File: src/rtl/pt_walker_pkg.sv
package pt_walker_pkg;
  typedef enum logic [2:0] {
    S_IDLE,
    S_OUT_REQ,
    S_OUT_WAIT,
    S_IN_REQ,
    S_IN_WAIT,
    S_DONE,
    S_FAULT
  } walk_state_e;

  localparam int unsigned NUM_LEVELS = 2;
endpackage

File: src/rtl/ptw_entry_addr.sv
module ptw_entry_addr #(
  parameter int unsigned AW         = 32,
  parameter int unsigned IDX_W      = 10,
  parameter int unsigned ENTRY_LOG2 = 2
) (
  input  logic [AW-1:0]    base_i,
  input  logic [IDX_W-1:0] idx_i,
  output logic [AW-1:0]    addr_o
);
  localparam int unsigned PAD_W = AW - IDX_W - ENTRY_LOG2;

  logic [AW-1:0] scaled;
  assign scaled = {{PAD_W{1'b0}}, idx_i, {ENTRY_LOG2{1'b0}}};
  assign addr_o = base_i + scaled;
endmodule

File: src/rtl/ptw_entry_decode.sv
module ptw_entry_decode #(
  parameter int unsigned EW        = 32,
  parameter int unsigned OFF_W     = 12,
  parameter int unsigned VALID_BIT = 0
) (
  input  logic [EW-1:0]       entry_i,
  output logic                present_o,
  output logic [EW-OFF_W-1:0] frame_o,
  output logic [EW-1:0]       base_o
);
  assign present_o = entry_i[VALID_BIT];
  assign frame_o   = entry_i[EW-1:OFF_W];
  assign base_o    = {entry_i[EW-1:OFF_W], {OFF_W{1'b0}}};
endmodule

File: src/rtl/ptw_ctrl.sv
module ptw_ctrl
  import pt_walker_pkg::*;
(
  input  logic clk_i,
  input  logic rst_ni,
  input  logic req_valid_i,
  input  logic mem_req_ready_i,
  input  logic mem_rsp_valid_i,
  input  logic ent_present_i,
  output logic req_ready_o,
  output logic accept_o,
  output logic mem_req_valid_o,
  output logic rd_lvl_o,
  output logic take_tbl_o,
  output logic take_frame_o,
  output logic take_fault_o,
  output logic fault_lvl_o,
  output logic resp_valid_o,
  output logic resp_fault_o
);
  walk_state_e state_q, state_d;

  logic in_wait;
  assign in_wait = (state_q == S_OUT_WAIT) || (state_q == S_IN_WAIT);

  always_comb begin
    state_d = state_q;
    unique case (state_q)
      S_IDLE:     if (req_valid_i) state_d = S_OUT_REQ;
      S_OUT_REQ:  if (mem_req_ready_i) state_d = S_OUT_WAIT;
      S_OUT_WAIT: if (mem_rsp_valid_i) state_d = ent_present_i ? S_IN_REQ : S_FAULT;
      S_IN_REQ:   if (mem_req_ready_i) state_d = S_IN_WAIT;
      S_IN_WAIT:  if (mem_rsp_valid_i) state_d = ent_present_i ? S_DONE : S_FAULT;
      S_DONE:     state_d = S_IDLE;
      S_FAULT:    state_d = S_IDLE;
      default:    state_d = S_IDLE;
    endcase
  end

  always_ff @(posedge clk_i or negedge rst_ni) begin
    if (!rst_ni) state_q <= S_IDLE;
    else         state_q <= state_d;
  end

  assign req_ready_o     = (state_q == S_IDLE);
  assign accept_o        = req_ready_o && req_valid_i;
  assign mem_req_valid_o = (state_q == S_OUT_REQ) || (state_q == S_IN_REQ);
  assign rd_lvl_o        = (state_q == S_IN_REQ);
  assign take_tbl_o      = (state_q == S_OUT_WAIT) && mem_rsp_valid_i && ent_present_i;
  assign take_frame_o    = (state_q == S_IN_WAIT) && mem_rsp_valid_i && ent_present_i;
  assign take_fault_o    = in_wait && mem_rsp_valid_i && !ent_present_i;
  assign fault_lvl_o     = (state_q == S_IN_WAIT);
  assign resp_valid_o    = (state_q == S_DONE) || (state_q == S_FAULT);
  assign resp_fault_o    = (state_q == S_FAULT);

  // single-cycle result, idle afterwards
  a_r10_one_pulse: assert property (@(posedge clk_i) disable iff (!rst_ni)
    resp_valid_o |=> !resp_valid_o && req_ready_o);

  // busy while reporting
  a_r7_busy_on_result: assert property (@(posedge clk_i) disable iff (!rst_ni)
    resp_valid_o |-> !req_ready_o);

  // a top-level fault ends the walk without a second read
  a_r5_no_second_read: assert property (@(posedge clk_i) disable iff (!rst_ni)
    (take_fault_o && !fault_lvl_o) |=> !mem_req_valid_o && resp_fault_o);
endmodule

File: src/rtl/pt_walker2.sv
module pt_walker2
  import pt_walker_pkg::*;
#(
  parameter int unsigned VA_W       = 32,
  parameter int unsigned PA_W       = 32,
  parameter int unsigned OFF_W      = 12,
  parameter int unsigned OUT_W      = 10,
  parameter int unsigned IN_W       = 10,
  parameter int unsigned ENTRY_LOG2 = 2,
  parameter int unsigned VALID_BIT  = 0
) (
  input  logic            clk_i,
  input  logic            rst_ni,
  input  logic            req_valid_i,
  output logic            req_ready_o,
  input  logic [VA_W-1:0] req_vaddr_i,
  input  logic [PA_W-1:0] req_root_i,
  output logic            mem_req_valid_o,
  input  logic            mem_req_ready_i,
  output logic [PA_W-1:0] mem_req_addr_o,
  input  logic            mem_rsp_valid_i,
  input  logic [PA_W-1:0] mem_rsp_data_i,
  output logic            resp_valid_o,
  output logic [PA_W-1:0] resp_paddr_o,
  output logic            resp_fault_o,
  output logic            resp_fault_lvl_o
);
  localparam int unsigned FRAME_W = PA_W - OFF_W;

  logic [VA_W-1:0] vaddr_q;
  logic [PA_W-1:0] root_q, tbl_q, paddr_q;
  logic            fault_lvl_q;

  logic               accept, rd_lvl, take_tbl, take_frame, take_fault, fault_lvl;
  logic               ent_present;
  logic [FRAME_W-1:0] ent_frame;
  logic [PA_W-1:0]    ent_base;
  logic [PA_W-1:0]    lvl_addr [NUM_LEVELS];

  ptw_ctrl u_ctrl (
    .clk_i           (clk_i),
    .rst_ni          (rst_ni),
    .req_valid_i     (req_valid_i),
    .mem_req_ready_i (mem_req_ready_i),
    .mem_rsp_valid_i (mem_rsp_valid_i),
    .ent_present_i   (ent_present),
    .req_ready_o     (req_ready_o),
    .accept_o        (accept),
    .mem_req_valid_o (mem_req_valid_o),
    .rd_lvl_o        (rd_lvl),
    .take_tbl_o      (take_tbl),
    .take_frame_o    (take_frame),
    .take_fault_o    (take_fault),
    .fault_lvl_o     (fault_lvl),
    .resp_valid_o    (resp_valid_o),
    .resp_fault_o    (resp_fault_o)
  );

  ptw_entry_decode #(
    .EW        (PA_W),
    .OFF_W     (OFF_W),
    .VALID_BIT (VALID_BIT)
  ) u_decode (
    .entry_i   (mem_rsp_data_i),
    .present_o (ent_present),
    .frame_o   (ent_frame),
    .base_o    (ent_base)
  );

  // one entry-address adder per table level
  for (genvar g = 0; g < NUM_LEVELS; g++) begin : g_lvl
    localparam int unsigned IW  = (g == 0) ? OUT_W : IN_W;
    localparam int unsigned LSB = (g == 0) ? (OFF_W + IN_W) : OFF_W;
    logic [PA_W-1:0] base;
    assign base = (g == 0) ? root_q : tbl_q;
    ptw_entry_addr #(
      .AW         (PA_W),
      .IDX_W      (IW),
      .ENTRY_LOG2 (ENTRY_LOG2)
    ) u_addr (
      .base_i (base),
      .idx_i  (vaddr_q[LSB +: IW]),
      .addr_o (lvl_addr[g])
    );
  end

  assign mem_req_addr_o = rd_lvl ? lvl_addr[1] : lvl_addr[0];

  always_ff @(posedge clk_i or negedge rst_ni) begin
    if (!rst_ni) begin
      vaddr_q     <= '0;
      root_q      <= '0;
      tbl_q       <= '0;
      paddr_q     <= '0;
      fault_lvl_q <= 1'b0;
    end else begin
      if (accept) begin
        vaddr_q     <= req_vaddr_i;
        root_q      <= req_root_i;
        paddr_q     <= '0;
        fault_lvl_q <= 1'b0;
      end
      if (take_tbl)   tbl_q   <= ent_base;
      if (take_frame) paddr_q <= {ent_frame, vaddr_q[OFF_W-1:0]};
      if (take_fault) begin
        paddr_q     <= '0;
        fault_lvl_q <= fault_lvl;
      end
    end
  end

  assign resp_paddr_o     = paddr_q;
  assign resp_fault_lvl_o = fault_lvl_q;

  // request held stable until taken
  a_r8_req_hold: assert property (@(posedge clk_i) disable iff (!rst_ni)
    (mem_req_valid_o && !mem_req_ready_i) |=> mem_req_valid_o && $stable(mem_req_addr_o));

  // first read address from captured root and top index
  a_r2_outer_addr: assert property (@(posedge clk_i) disable iff (!rst_ni)
    (req_valid_i && req_ready_o) |=> mem_req_valid_o &&
      (mem_req_addr_o == $past(req_root_i) +
        (PA_W'($past(req_vaddr_i[VA_W-1 -: OUT_W])) << ENTRY_LOG2)));

  // frame taken from the leaf entry
  a_r4_frame: assert property (@(posedge clk_i) disable iff (!rst_ni)
    take_frame |=> resp_valid_o && !resp_fault_o &&
      (resp_paddr_o[PA_W-1:OFF_W] == $past(mem_rsp_data_i[PA_W-1:OFF_W])));

  // faults report a zero address
  a_r6_fault_zero: assert property (@(posedge clk_i) disable iff (!rst_ni)
    (resp_valid_o && resp_fault_o) |-> (resp_paddr_o == '0));
endmodule

File: config.mk
export PLATFORM = sky130hd
export DESIGN_NAME = pt_walker2
export DESIGN_NICKNAME = d
export VERILOG_FILES = /design/src/rtl/pt_walker_pkg.sv /design/src/rtl/ptw_entry_addr.sv /design/src/rtl/ptw_entry_decode.sv /design/src/rtl/ptw_ctrl.sv /design/src/rtl/pt_walker2.sv
export SDC_FILE = /design/constraint.sdc
export NUM_CORES = 1
export LEC_CHECK = 0
export BUFFER_PORTS_ARGS = -buffer_cell sky130_fd_sc_hd__buf_2
export CAP_MARGIN = 25
export CORE_MARGIN = 4
export CORE_UTILIZATION = 47
export CTS_CLUSTER_DIAMETER = 120
export DETAILED_ROUTE_END_ITERATION = 16
export HOLD_SLACK_MARGIN = 0.12
export PLACE_DENSITY_LB_ADDON = 0.2
export RECOVER_POWER = 50
export SLEW_MARGIN = 5
export SYNTH_ARGS = -nofsm -noshare
export SYNTH_HDL_FRONTEND = slang
export SYNTH_SLANG_ARGS = --single-unit
File: constraint.sdc
create_clock -name clk_i -period 4.75 [get_ports clk_i]
set_clock_uncertainty 0.1 [all_clocks]
set_input_delay 0.2375 -clock clk_i [delete_from_list [all_inputs] [get_ports clk_i]]
set_output_delay 0.2375 -clock clk_i [all_outputs]
set_load 0.02 [all_outputs]
; Yosys cells after proc, flatten, opt, wreduce, memory -nomap -nowiden
; Cells that the tools add are included.
[totals]
output_inout_bits = 69
regBits = 120
[op_classes]
n_mux = 14
eq_ne = 11
add_sub_neg = 2
n_reduce_logical = 15
[op_table]
columns = operator, n
row1 = two-way mux 32 bit, 4
row2 = adder 32 x 12 -> 32 bit, 2
row3 = two-way mux 3 bit, 6
row4 = case mux 3 bit (5 select lines), 1
row5 = "!= test 2 bit, second input constant", 5
row6 = "equality test 3 bit, second input constant", 3
row7 = logical AND 1 bit, 7
row8 = "equality test 3 x 2 -> 1 bit, second input constant", 2
row9 = AND reduction 5 bit, 1
row10 = "equality test 3 x 1 -> 1 bit, second input constant", 1
row11 = zero test 3 bit, 1
row12 = logical OR 1 bit, 3
row13 = nonzero test 3 bit, 1
row14 = two-way mux 1 bit, 2
row15 = two-way mux 2 bit, 1
row16 = nonzero test 2 bit, 1
row17 = zero test 1 bit, 1

; Longest topological paths before layout
[depth]
word_depth = 5
mapped_depth = 8
depth_no_buf = 8

; Cells and area by module
; From an unflattened synthesis, not the netlist that was laid out.
[unflattened]
cells_unflattened = 641
hier_area_um2 = 7701.1
[by_module_without_submodules]
columns = mod, cells_each, instances, seq_area_each_um2, area_each_um2
row1 = pt_walker2, 319, 1, 3228.1, 5196.2
row2 = ptw_entry_addr at g_lvl[1].u_addr, 112, 1, 0.0, 907.1
row3 = ptw_entry_addr at g_lvl[0].u_addr, 121, 1, 0.0, 879.6
row4 = ptw_entry_decode, 54, 1, 0.0, 401.6
row5 = ptw_ctrl, 35, 1, 75.1, 316.6

; Worst setup path after synthesis
; OpenSTA, ideal clock, no wires.
[synth_path]
path_kind = register -> output
startpoint = register root_q[2], in the netlist g_lvl[0].base[2]
endpoint = output port mem_req_addr_o[18]
arrival_ns = 2.580
path_slack_ns = 1.833
stages_incl_launch_ff = 9
t_required_ns = 4.413
path_cell_list = dfrtp_1 -> ha_1 -> fa_1 -> a21oi_1 -> o21ai_1 -> a2111oi_4 -> nor3_1 -> xnor2_1 -> o21ai_0
[synth_via]
elab_chain_len = 2
[synth_lines]
columns = element, line
row1 = from (decl), pt_walker2.sv:31  ; logic [PA_W-1:0] root_q, tbl_q, paddr_q;
row2 = from (signal assigned), pt_walker2.sv:99  ; root_q <= req_root_i;
row3 = adder 32 x 12 -> 32 bit, ptw_entry_addr.sv:14  ; assign addr_o = base_i + scaled;
row4 = two-way mux 32 bit, pt_walker2.sv:87  ; assign mem_req_addr_o = rd_lvl ? lvl_addr[1] : lvl_addr[0];
row5 = to (decl), pt_walker2.sv:20  ; output logic [PA_W-1:0] mem_req_addr_o,
; No other way between the ends.

; Worst setup path after layout
[layout_path]
startpoint = register u_ctrl.state_q[2]
endpoint = register vaddr_q[25]
[layout_via]
elab_chain_len = 2
[layout_lines]
columns = element, line
row1 = from (decl), ptw_ctrl.sv:21  ; walk_state_e state_q, state_d;
row2 = from (signal assigned), ptw_ctrl.sv:42  ; else state_q <= state_d;
row3 = zero test 3 bit, ptw_ctrl.sv:45  ; assign req_ready_o = (state_q == S_IDLE);
row4 = logical AND 1 bit, ptw_ctrl.sv:46  ; assign accept_o = req_ready_o && req_valid_i;
row5 = to (signal assigned), pt_walker2.sv:98  ; vaddr_q <= req_vaddr_i;
row6 = to (decl), pt_walker2.sv:30  ; logic [VA_W-1:0] vaddr_q;
; No other way between the ends.
; A chain may end at the register's enable or synchronous reset.

==> results.yml <==
status:
  run_status: "finished, violations left"
  violations_in_the_final_reports: "capacitance limit, slew limit"
sta:
  slew_limit_fails: 93
  final_period_minus_worst_setup_slack_ps: 3848
  finalHoldViolations: 0
  rsz0062_at_grt: "false"
  timing.final.crit_share_pct: 81.01
  fmax_mhz: 259.9
  setup_violation_total_in_the_final_timing_report: 0
  timing.slew.headroom_pct: -95.63
  sum_of_negative_setup_slack_ps: 0
  worst_pin_slew_ps: 2934
die:
  core_region_area_sq_um: 12160
  floorplan.rows: 40
  chipHeight_um: 120.3
  design.portCount: 170
  die_w_um: 120.3
  floorplan.initialDensity_pct: 48.77
  dieArea_sq_um: 14480
layout:
  multi_input_comb_area_sq_um: 2731
  share_of_post_route_cells_with_drive_strength_above_1_pct: 32.54
  fin_nets: 860
  finalCoreUtilization_pct: 67.25
  fin_area_sq_um: 8179
  seq_area_sq_um: 3003
  syn2layout_area_growth_pct: 37.91
  antenna_cells_inserted: 0
  final.fill_count: 930
  stdcell_count: 927
drt:
  initialDrtViolationCount: 295
  route.detailed.vias_per_inst: 5.309
  drt_first_pass_iters: 4
  drc: 0
  route.vias.total: 4921
  avgRoutedWirePerCell_um: 17.26
  drt_wl_total_um: 16000
  ant_nets: 0
synthesis:
  postSynthRegisterBits: 120
  synth.largest_area_cell: "sky130_fd_sc_hd__dfrtp_1"
  yosysTopAreaCellShare_pct: 50.63
  synth_top_flop_cell: "sky130_fd_sc_hd__dfrtp_1"
  synthesis.area_sq_um: 5931
  synth.yosys.seq_area_share_pct: 50.63
  synth_cells: 512
  yosysUniqueCellTypes: 60
  synth_fp_nets: 624
  synth.avg_cell_area_sq_um: 11.58
  synthArstFlopShare_pct: 100.0
  yosys-top-cells-area: "sky130_fd_sc_hd__dfrtp_1 51%, sky130_fd_sc_hd__mux2_2 15%, sky130_fd_sc_hd__a22o_1 4.7%, sky130_fd_sc_hd__nand2_1 3.5%, sky130_fd_sc_hd__ha_1 2.1%"
  synth_enable_flop_cells: 0
  yosys_warnings: 0
clocking:
  worst_skew_pair.late_latency_ps: 400
  h-tree-depth: 4
  post-cts-setup-buffers: 0
  cts_buffers: 17
  clock_path_buffers: 2
  cell_at_the_root_of_the_clock_tree: "sky130_fd_sc_hd__clkbuf_16"
  cts_num_sinks: 120
  tritoncts: "built"
  ctsHoldBuffers: 86
  path_clk_slew_ps: 50
  cts-resized-gates: 0
setup_path:
  worst_ep_required_time_ps: 4940
  end_kind: "flip-flop"
  critPathTopFamily: "simple AND/OR/NAND/NOR gates"
  crit_type: "reg2reg"
  critical-path-slowest-cell: "sky130_fd_sc_hd__and2_0"
  critical_path_fanout_max: 37
  path_cells: "nor3_1 > and2_0 > buf_4 > mux2_2"
  timing.critical_path.slowest_cell_delay_ps: 1790
  critPathArrivalTime_ps: 4040
  critPathLaunchType: "flip-flop"
  critical_path_buf_inv_count: 1
place:
  placed_cells: 811
  dp_hpwl_um: 10390
  dpl_cell_area_sq_um: 6807
  placement.io_buffers: 158
  gp_routability_congestion: 0.8808
worst_hold_path:
  min-delay-path-class: "in2reg"
grt:
  grt_pass1_vias: 5289
  grt-ovfl-total: 0
  grt_antenna_before_repair: 0
  grt_start_max_net_pins: 68
  globalRouteTotalUtil_pct: 22.80
  grt_pass1_wl_um: 25950
flow_run:
  max-cap-violations: 2
pwr:
  total_power_mw: 6.127
  vdd.ir_drop.worst_mv: 0.5609
  power_density_of_the_placed_cells_nw_per_um2: 749.1
  p_leak_nw: 3.672
## path summary, 6_finish.rpt
path                                endpoint  slack [ps]               from  cells past startpoint
max reg2reg                      vaddr_q[25]         900  u_ctrl.state_q[2]                      4
max in group asynchronous  g_lvl[1].base[30]        1180             rst_ni                      3
min                        u_ctrl.state_q[1]         160    mem_rsp_valid_i                      3
min reg2reg                 resp_paddr_o[16]         390   resp_paddr_o[16]                      1
max                              vaddr_q[25]         900  u_ctrl.state_q[2]                      4
min in group asynchronous   resp_fault_lvl_o        1240             rst_ni                      2
## routing by layer
layer / track usage, % / up-vias / share of wire (%)
met1: 26.79 / 2411 / 41
met4: 8.357 / 0 / 2.2
met5: 0 / - / 0
li1: - / 2328 / -
met3: 6.922 / 25 / 6.0
met2: 39.48 / 157 / 50
## flip-flops by register name, summed over array words and instances (netlist names)
signal	count
u_ctrl.state_q	3
vaddr_q	32
resp_paddr_o	32
g_lvl.base	52
resp_fault_lvl_o	1
## placed cells by master, fill, tap and decap left out, types with 3 or more instances in the layout
cell	netlist	routed
sky130_fd_sc_hd__and3_1	6	6
sky130_fd_sc_hd__clkinv_2	0	5
sky130_fd_sc_hd__nor4_1	4	3
sky130_fd_sc_hd__o21ai_1	5	5
sky130_fd_sc_hd__inv_1	8	8
sky130_fd_sc_hd__o31a_1	3	3
sky130_fd_sc_hd__dlygate4sd3_1	0	86
sky130_fd_sc_hd__buf_2	11	120
sky130_fd_sc_hd__buf_4	1	4
sky130_fd_sc_hd__nand2b_1	5	5
sky130_fd_sc_hd__o21ai_0	18	18
sky130_fd_sc_hd__a22o_1	32	32
sky130_fd_sc_hd__ha_1	10	10
sky130_fd_sc_hd__and4_2	3	3
sky130_fd_sc_hd__xnor2_1	11	11
sky130_fd_sc_hd__clkbuf_16	0	17
sky130_fd_sc_hd__and2_1	12	11
sky130_fd_sc_hd__mux2i_1	8	8
sky130_fd_sc_hd__clkbuf_1	14	42
sky130_fd_sc_hd__a21oi_1	11	11
sky130_fd_sc_hd__nand3_1	14	14
sky130_fd_sc_hd__mux2_2	80	80
sky130_fd_sc_hd__nor3_1	10	10
sky130_fd_sc_hd__a221oi_1	4	4
sky130_fd_sc_hd__a21o_1	3	3
sky130_fd_sc_hd__nor3b_1	3	3
sky130_fd_sc_hd__bufinv_16	0	3
sky130_fd_sc_hd__dfrtp_1	120	120
sky130_fd_sc_hd__a31oi_1	5	5
sky130_fd_sc_hd__nor2_1	11	10
sky130_fd_sc_hd__nand2_1	56	56
sky130_fd_sc_hd__xor2_1	3	3
## worst min-delay path: stages
cell,delay (ps)
sky130_fd_sc_hd__buf_2,120
sky130_fd_sc_hd__nand2b_1,150
sky130_fd_sc_hd__o22ai_1,110
## cell families (layout without fill, tap and decap cells)
kind of cell    Yosys count  in the layout  share of synthesized area (%)
buf+inv                  40            287                          3.460
mux                      90             90                          16.98
flops                   120            120                          50.63
compound gates           97             97                          12.03
simple gates            140            140                          12.38
xor+xnor                 14             14                          2.068
fa+ha+maj                11             11                          2.447
## power by group
part           internal, mW  leakage (nW)  total [mW]  switching, mW
clock                 0.812         0.275        1.24          0.433
sequential             1.47          1.49        1.80          0.331
combinational          1.31          1.91        3.08           1.78
total                  3.58          3.67        6.13           2.54
## layout make-up
class                           instances  area share [%]
Sequential cell                       120           36.71
Clock inverter                         10           1.591
Clock buffer                           20           5.339
Timing Repair Buffer                  249           20.02
Inverter                                8          0.3671
Tap cell                              168           2.570
Multi-Input combinational cell        352           33.39
## stage by stage
stage / setup slack (ps) / hold WS, ps
after floorplan: 1833 / -158.1
after global placement: 1674 / 210.7
after detailed placement: 1641 / 225.6
after CTS: 1162 / 125.1
after global routing: 546.5 / 163.9
final: 902.0 / 159.6
## cell usage after synthesis (2+ instances only)
| cell | count |
|---|---|
| sky130_fd_sc_hd__nor2_1 | 11 |
| sky130_fd_sc_hd__mux2_2 | 80 |
| sky130_fd_sc_hd__ha_1 | 10 |
| sky130_fd_sc_hd__and2_1 | 12 |
| sky130_fd_sc_hd__nand2b_1 | 5 |
| sky130_fd_sc_hd__inv_1 | 8 |
| sky130_fd_sc_hd__nor3_1 | 10 |
| sky130_fd_sc_hd__clkbuf_2 | 2 |
| sky130_fd_sc_hd__buf_2 | 11 |
| sky130_fd_sc_hd__o22ai_1 | 2 |
| sky130_fd_sc_hd__a211oi_1 | 2 |
| sky130_fd_sc_hd__nand3b_1 | 2 |
| sky130_fd_sc_hd__a22o_1 | 32 |
| sky130_fd_sc_hd__and4_2 | 3 |
| sky130_fd_sc_hd__nor4b_1 | 2 |
| sky130_fd_sc_hd__clkbuf_1 | 14 |
| sky130_fd_sc_hd__a221oi_1 | 4 |
| sky130_fd_sc_hd__and3_1 | 6 |
| sky130_fd_sc_hd__buf_6 | 2 |
| sky130_fd_sc_hd__mux2i_1 | 8 |
| sky130_fd_sc_hd__a21oi_1 | 11 |
| sky130_fd_sc_hd__xnor2_1 | 11 |
| sky130_fd_sc_hd__nor3b_1 | 3 |
| sky130_fd_sc_hd__nand2_1 | 56 |
| sky130_fd_sc_hd__nor2b_1 | 2 |
| sky130_fd_sc_hd__xor2_1 | 3 |
| sky130_fd_sc_hd__o21ai_0 | 18 |
| sky130_fd_sc_hd__nand4_1 | 2 |
| sky130_fd_sc_hd__dfrtp_1 | 120 |
| sky130_fd_sc_hd__nor4_1 | 4 |
| sky130_fd_sc_hd__and3_4 | 2 |
| sky130_fd_sc_hd__nand3_1 | 14 |
| sky130_fd_sc_hd__a21o_1 | 3 |
| sky130_fd_sc_hd__a31oi_1 | 5 |
| sky130_fd_sc_hd__o31a_1 | 3 |
| sky130_fd_sc_hd__o21ai_1 | 5 |
No activity file was read; power rests on OpenSTA's default activity.
